File: config.mk
export PLATFORM = sky130hd
export DESIGN_NAME = spi_baud_calc
export DESIGN_NICKNAME = d
export VERILOG_FILES = /design/src/rtl/spi_baud_calc.sv
export SDC_FILE = /design/constraint.sdc
export NUM_CORES = 1
export LEC_CHECK = 0
export CAP_MARGIN = 20
export CORE_MARGIN = 4
export CORE_UTILIZATION = 35
export CTS_CLUSTER_SIZE = 20
export DETAILED_ROUTE_END_ITERATION = 16
export PLACE_DENSITY = 0.56
export SYNTH_ARGS = -nofsm -noshare
export SYNTH_HDL_FRONTEND = slang
export SYNTH_SLANG_ARGS = --single-unit
File: constraint.sdc
create_clock -name clk -period 4.5 [get_ports clk]
set_input_delay 0.9 -clock clk [delete_from_list [all_inputs] [get_ports clk]]
set_output_delay 0.9 -clock clk [all_outputs]
set_load 0.01 [all_outputs]
File: src/rtl/spi_baud_calc.sv
module spi_baud_calc #(
  parameter int W      = 32,
  parameter int BRG_LO = 4,
  parameter int BRG_HI = 63
) (
  input  logic         clk,
  input  logic         rst_n,
  input  logic         start,
  input  logic [W-1:0] main_hz,
  input  logic [W-1:0] rate_hz,
  output logic         busy,
  output logic         done,
  output logic [1:0]   div_code,
  output logic [5:0]   brg_code,
  output logic         clamped,
  output logic         range_err,
  output logic [W-1:0] min_rate,
  output logic [W-1:0] max_rate
);
  localparam int CW = $clog2(W + 1);
  localparam logic [W-1:0] FAST_DIV = W'(4 * (BRG_LO + 1));
  localparam logic [W-1:0] SLOW_DIV = W'(32 * (BRG_HI + 1) + 1);
  localparam logic [CW-1:0] STEPS = CW'(W);

  typedef enum logic [2:0] {S_IDLE, S_QRATE, S_QMAX, S_QMIN, S_FIN} st_t;
  st_t st;

  logic [W-1:0] main_q, rate_q, dvs, rem, quo, q_rate;
  logic [CW-1:0] cnt;

  logic [W:0] shifted, diff;
  logic ge;
  assign shifted = {rem, quo[W-1]};
  assign ge      = shifted >= {1'b0, dvs};
  assign diff    = shifted - {1'b0, dvs};
  assign busy    = (st != S_IDLE);

  logic [1:0] pick_div;
  logic [5:0] pick_brg;
  logic pick_clamp, hit;
  always_comb begin
    logic [W-1:0] qk;
    pick_div = 2'd3;
    pick_brg = 6'(BRG_HI);
    pick_clamp = 1'b1;
    hit = 1'b0;
    for (int k = 0; k < 4; k++) begin
      qk = q_rate >> (k + 2);
      if (!hit) begin
        if (qk < W'(BRG_LO + 1)) begin
          pick_div = 2'(k); pick_brg = 6'(BRG_LO); pick_clamp = 1'b1; hit = 1'b1;
        end else if (qk <= W'(BRG_HI + 1)) begin
          pick_div = 2'(k); pick_brg = 6'(qk - 1'b1); pick_clamp = 1'b0; hit = 1'b1;
        end
      end
    end
  end

  wire zero_req = (rate_q == '0);

  always_ff @(posedge clk or negedge rst_n) begin
    if (!rst_n) begin
      st <= S_IDLE;
      main_q <= '0; rate_q <= '0; dvs <= '0; rem <= '0; quo <= '0; q_rate <= '0;
      cnt <= '0; done <= 1'b0;
      div_code <= '0; brg_code <= '0; clamped <= 1'b0; range_err <= 1'b0;
      min_rate <= '0; max_rate <= '0;
    end else begin
      done <= 1'b0;
      case (st)
        S_IDLE: if (start) begin
          main_q <= main_hz;
          rate_q <= rate_hz;
          quo <= main_hz;
          rem <= '0;
          cnt <= STEPS;
          if (rate_hz == '0) begin
            q_rate <= '0;
            dvs <= FAST_DIV;
            st <= S_QMAX;
          end else begin
            dvs <= rate_hz;
            st <= S_QRATE;
          end
        end
        S_QRATE, S_QMAX, S_QMIN: begin
          if (cnt != '0) begin
            rem <= ge ? diff[W-1:0] : shifted[W-1:0];
            quo <= {quo[W-2:0], ge};
            cnt <= cnt - 1'b1;
          end else begin
            rem <= '0;
            quo <= main_q;
            cnt <= STEPS;
            case (st)
              S_QRATE: begin q_rate <= quo; dvs <= FAST_DIV; st <= S_QMAX; end
              S_QMAX:  begin max_rate <= quo; dvs <= SLOW_DIV; st <= S_QMIN; end
              default: begin min_rate <= quo + 1'b1; st <= S_FIN; end
            endcase
          end
        end
        S_FIN: begin
          div_code  <= zero_req ? 2'd3 : pick_div;
          brg_code  <= zero_req ? 6'(BRG_HI) : pick_brg;
          clamped   <= zero_req | pick_clamp;
          range_err <= zero_req | (rate_q > max_rate) | (rate_q < min_rate);
          done <= 1'b1;
          st <= S_IDLE;
        end
        default: st <= S_IDLE;
      endcase
    end
  end
endmodule


After elaboration in Yosys (flattened, before gate mapping) --
Index checks and enable logic that the tools add are counted.
Word-level totals: logic and storage cells 131, register bits 276
Operators by class: equal/unequal tests 9, reduce and logical (&&, ||, !) cells 15, bitwise logic cells 5, magnitude comparators 11, muxes and demuxes 69, add/sub/neg operators 7
Operator list (number):
- $mux 32 | 12
- $pmux 32 s2 | 5
- $mux 6 | 14
- $logic_not 32->1 | 2
- $ge 33x32->1 | 1
- $add 32x1->32 const B | 1
- $gt 32x32->1 | 1
- $lt 32x32->1 | 1
- $sub 32x32->32 | 1
- $le 30x7->1 const B | 1
- $lt 30x3->1 const B | 1
- $sub 6x1->6 const B | 5
- $le 29x7->1 const B | 1
- $lt 29x3->1 const B | 1
- $le 28x7->1 const B | 1
- $lt 28x3->1 const B | 1
- $le 27x7->1 const B | 1
- $lt 27x3->1 const B | 1
- $mux 2 | 13
- $mux 1 | 20
- $pmux 3 s2 | 2
- $pmux 6 s2 | 1
- $ne 2x2->1 const B | 4
- $eq 3x2->1 const B | 2
- 16 further kinds | 23

Depth between registers and ports, before layout --
word-level depth 13, mapped depth 13

Worst setup path before layout --
Ideal clock, no wire load.
path kind register -> register, from reg quo[31], to reg rem[28], period minus slack after synthesis 2.870 ns, cell stages (with the launch flop) 13, path buffers 0, arrival time 2.743 ns, slack 1.630 ns, data required time 4.373 ns, cells stage by stage dfrtp_1 inv_1 ha_1 fa_1 nand2b_1 a21o_1 a21o_1 o211ai_1 a21oi_1 o31ai_1 nor3_1 nor4_4 o31ai_2
On the way: word-level cells in the longest chain between the ends 4
Ends and longest elaborated chain:
- start, declared | line 28 | logic [W-1:0] main_q, rate_q, dvs, rem, quo, q_rate;
- start signal, assigned | line 74 | quo <= main_hz;
- start signal, assigned | line 89 | quo <= {quo[W-2:0], ge};
- start signal, assigned | line 93 | quo <= main_q;
- $sub 32x32->32 or $ge 33x32->1 (tied branches) | line 35, 34
- $mux 32 (*) | line 88 | rem <= ge ? diff[W-1:0] : shifted[W-1:0];
- $mux 32 (*) | line 87 | if (cnt != '0) begin
- $pmux 32 s2 (*) | line 70 | case (st)
- end signal, assigned | line 88
- end, declared | line 28
Every way passes the cells marked *; elsewhere a longest branch is shown, timed or not. A chain may end at the register's enable or synchronous reset.

Worst setup path in the final report --
from reg dvs[1], to reg rem[11]
On the way: word-level cells in the longest chain between the ends 4
Ends and longest elaborated chain:
- start, declared | line 28
- start signal, assigned | line 82 | dvs <= rate_hz;
- $sub 32x32->32 or $ge 33x32->1 (tied branches) | line 35, 34
- $mux 32 (*) | line 88
- $mux 32 (*) | line 87
- $pmux 32 s2 (*) | line 70
Marks and branches as above.

==> out/summary.json <==
{
  "run_status": {
    "outcome": "completed"
  },
  "clocking": {
    "clk-insertion-delay-late_ns": 0.59,
    "post_cts_resized": 0,
    "cts_tree": "done",
    "cts-buffers-inserted": 31,
    "cts.repair_timing.setup_buffer_count": 0,
    "max-clock-path-buffers": 3,
    "cts-hold-fix-buffers": 0,
    "h-tree-depth": 1,
    "clk_pin_slew_worst_paths_ns": 0.06,
    "clock_sinks": 274,
    "cts_root_buf": "clkbuf_16"
  },
  "logic_synthesis": {
    "ys_ff_latch": 274,
    "netlist_instances": 1691,
    "synthesis.yosys.warnings": 0,
    "ys_seq_area_frac": 0.437,
    "synth_area_um2": 15700,
    "yosysUniqueCellTypes": 71,
    "synth.area.top_cells": "dfrtp_1 44%, ha_1 8.3%, mux2_2 6.8%",
    "synth_edf_count": 0,
    "synth_fp_nets": 1863,
    "mean_cell_area_of_the_mapped_netlist_um2": 9.27,
    "synth-async-reset-ratio": 1.00,
    "synth_area_leader_cell": "dfrtp_1",
    "ys_dominant_reg_cell": "dfrtp_1",
    "synth_top_area_share": 0.437
  },
  "critical_path": {
    "cp-start-kind": "register",
    "rrSetupSlack_ns": 0.94,
    "endpoint": "rem[11]$_DFFE_PN0P_",
    "r2r_start": "dvs[1]$_DFFE_PN0P_",
    "setup.worst_path.class": "reg2reg",
    "r2r-end": "rem[11]$_DFFE_PN0P_",
    "timing.critical_path.depth": 12,
    "ff2ff_path_depth": 12,
    "slowest_stage": "o32ai_4",
    "cp_max_fo": 26,
    "critical_path.max_stage_delay_ns": 0.44,
    "worstPathCellList": "inv_1, ha_1, nor2b_1, o31a_1, o31ai_2, o221ai_1, o311a_2, o32ai_4, buf_12, buf_4, mux2i_1, o21ai_0",
    "timing.critical_path.from": "dvs[1]$_DFFE_PN0P_",
    "cpLargestDelayFamily": "compound AO/OA/AOI/OAI gates",
    "worst-endpoint-required_ns": 4.90,
    "cp-end-kind": "register",
    "critPathBufInv": 3,
    "crit_arrival_ns": 3.96
  },
  "global_routing": {
    "grt_antenna_before_repair": 0,
    "grt_usage": 0.192,
    "grt_first_pass_wirelength_mm": 73.3,
    "overflow_left_after_global_routing": 0,
    "grt_max_degree": 114,
    "first_global_vias": 12576
  },
  "route": {
    "drt_drc_violations_left": 0,
    "wl_mm": 47.0,
    "dr.first_iter.drc_count": 820,
    "route.vias.total": 12791,
    "routed_via_density": 5.31,
    "number_of_optimization_iterations_in_the_first_detailed_route_pass": 7,
    "ant_nets": 0,
    "wl_per_cell_um": 19.5
  },
  "placement": {
    "dp_cell_count": 2352,
    "port-buffer-count": 142,
    "pre_cts_ws_ns": 0.954,
    "dp.final_hpwl_mm": 34.3,
    "detailed_place.area_um2": 17700,
    "place_congestion": 0.865
  },
  "finish": {
    "drive_gt1_frac": 0.105,
    "fin_area_um2": 18700,
    "post_route_non_filler_standard_cell_count": 2408,
    "design.final.nets": 1965,
    "area.growth.synth_to_final_pct": 19.2,
    "multi_input_area_um2": 8040,
    "final.fill_count": 4296,
    "layout_commonest_cell": "dfrtp_1",
    "antenna-diode-count": 0,
    "regArea_um2": 6860,
    "commonest_cells_after_routing_fill_and_taps_aside": "274 x dfrtp_1, 260 x nand2_1, 151 x a21oi_1"
  },
  "timing": {
    "worst_clock_skew_ns": 0.0224,
    "final.period_utilization": 0.791,
    "final_worst_slack_ns": 0.941,
    "hold_viol_final": 0,
    "grt_setup_unrepaired": "no",
    "fmaxAchievable_ghz": 0.281,
    "timing_worst_slew_pin_value_ns": 1.13,
    "report.final.setup_viol": 0,
    "layout_min_cycle_time_ns": 3.56,
    "total_negative_setup_slack_ns": 0,
    "slew_headroom": 0.246,
    "final_count_of_pins_violating_max_slew": 0,
    "fin_worst_hold_slack_ns": 0.390
  },
  "floorplan": {
    "fp.coreArea_um2": 44200,
    "die_width_um": 220,
    "chipHeight_um": 220,
    "num_rows": 77,
    "num_io_pins": 143,
    "initial_core_util": 0.355,
    "dieArea_um2": 48200
  },
  "power": {
    "powerDensity_nw_per_um2": 779,
    "power.ir.vdd_worst_uv": 358,
    "power.leakage_nw": 8.02
  },
  "job": {
    "drv.max_cap_violation_count": 0
  },
  "worst_hold_path": {
    "min_path_type": "in2async"
  }
}
## through the flow
stage / util / total power, mW
after floorplan: - / 9.80
after global placement: 0.400 / 11.9
after detailed placement: 0.400 / 12.1
after CTS: 0.423 / 14.7
after global routing: 0.423 / 15.8
final: 0.423 / 14.6
## Yosys cell counts, types with 6 or more instances
cell        n
a31oi_1     6
buf_2       8
o21ai_0   129
nand3_1    24
a211oi_1    8
nand4_1    24
dfrtp_1   274
ha_1      104
mux2_2     95
a21o_1     23
nor2b_1    10
nor3_1     11
a22o_1     28
and3_1     13
o21ai_1    20
inv_1     112
nor2_1     82
a21oi_1   151
xor2_1     35
nand2b_1   15
a32oi_1    10
nand2_1   260
clkbuf_1   75
nor4_1     25
xnor2_1    37
o211ai_1    9
## kinds of logic after synthesis
| logic type | after synthesis | share of synthesized area |
|---|---|---|
| AOI/OAI and AO/OA | 438 | 0.170 |
| xor gates and xnor gates | 72 | 0.0402 |
| adders and majority gates | 105 | 0.0843 |
| buffers and inverters | 205 | 0.0515 |
| DFF | 274 | 0.437 |
| muxes | 100 | 0.0714 |
| and+or+nand+nor | 497 | 0.145 |
## final cells by class
cell class | count | share of cell area
inverters | 112 | 0.0225
clock inverters | 16 | 0.00810
clock buffers | 40 | 0.0460
multi-input cells | 1212 | 0.430
repair buffers | 162 | 0.0870
flip-flops and latches | 274 | 0.367
well taps | 592 | 0.0396
## metal layers
metal,track usage,part of all wire,wire length (um)
met1,0.278,0.48,22500
met2,0.301,0.44,20800
met3,0.0268,0.052,2450
met4,0.0540,0.026,1230
met5,0,0,0
## worst min-delay path by stage
stage | to | cells past startpoint
after floorplan | q_rate[31]$_DFFE_PN0P_ | 2
after global placement | q_rate[24]$_DFFE_PN0P_ | 2
after detailed placement | q_rate[22]$_DFFE_PN0P_ | 2
after CTS | main_q[24]$_DFFE_PN0P_ | 1
after global routing | main_q[24]$_DFFE_PN0P_ | 1
final | main_q[24]$_DFFE_PN0P_ | 1
## where the power goes
group          internal, mW  leakage [nW]  total, mW  switching (mW)
logic                  3.36          4.04       7.27            3.91
clock network          1.46         0.492       2.53            1.07
registers              3.53          3.49       4.75            1.23
total                  8.34          8.02       14.6            6.21
## state kept, by name (all words and copies together), names as in the netlist, 2 cells and up
register / flops
div_code: 2
rate_q: 32
main_q: 32
quo: 32
cnt: 6
max_rate: 32
st: 3
rem: 32
dvs: 32
q_rate: 30
brg_code: 6
min_rate: 32
Note: power is estimated with default switching activity, not from simulation.
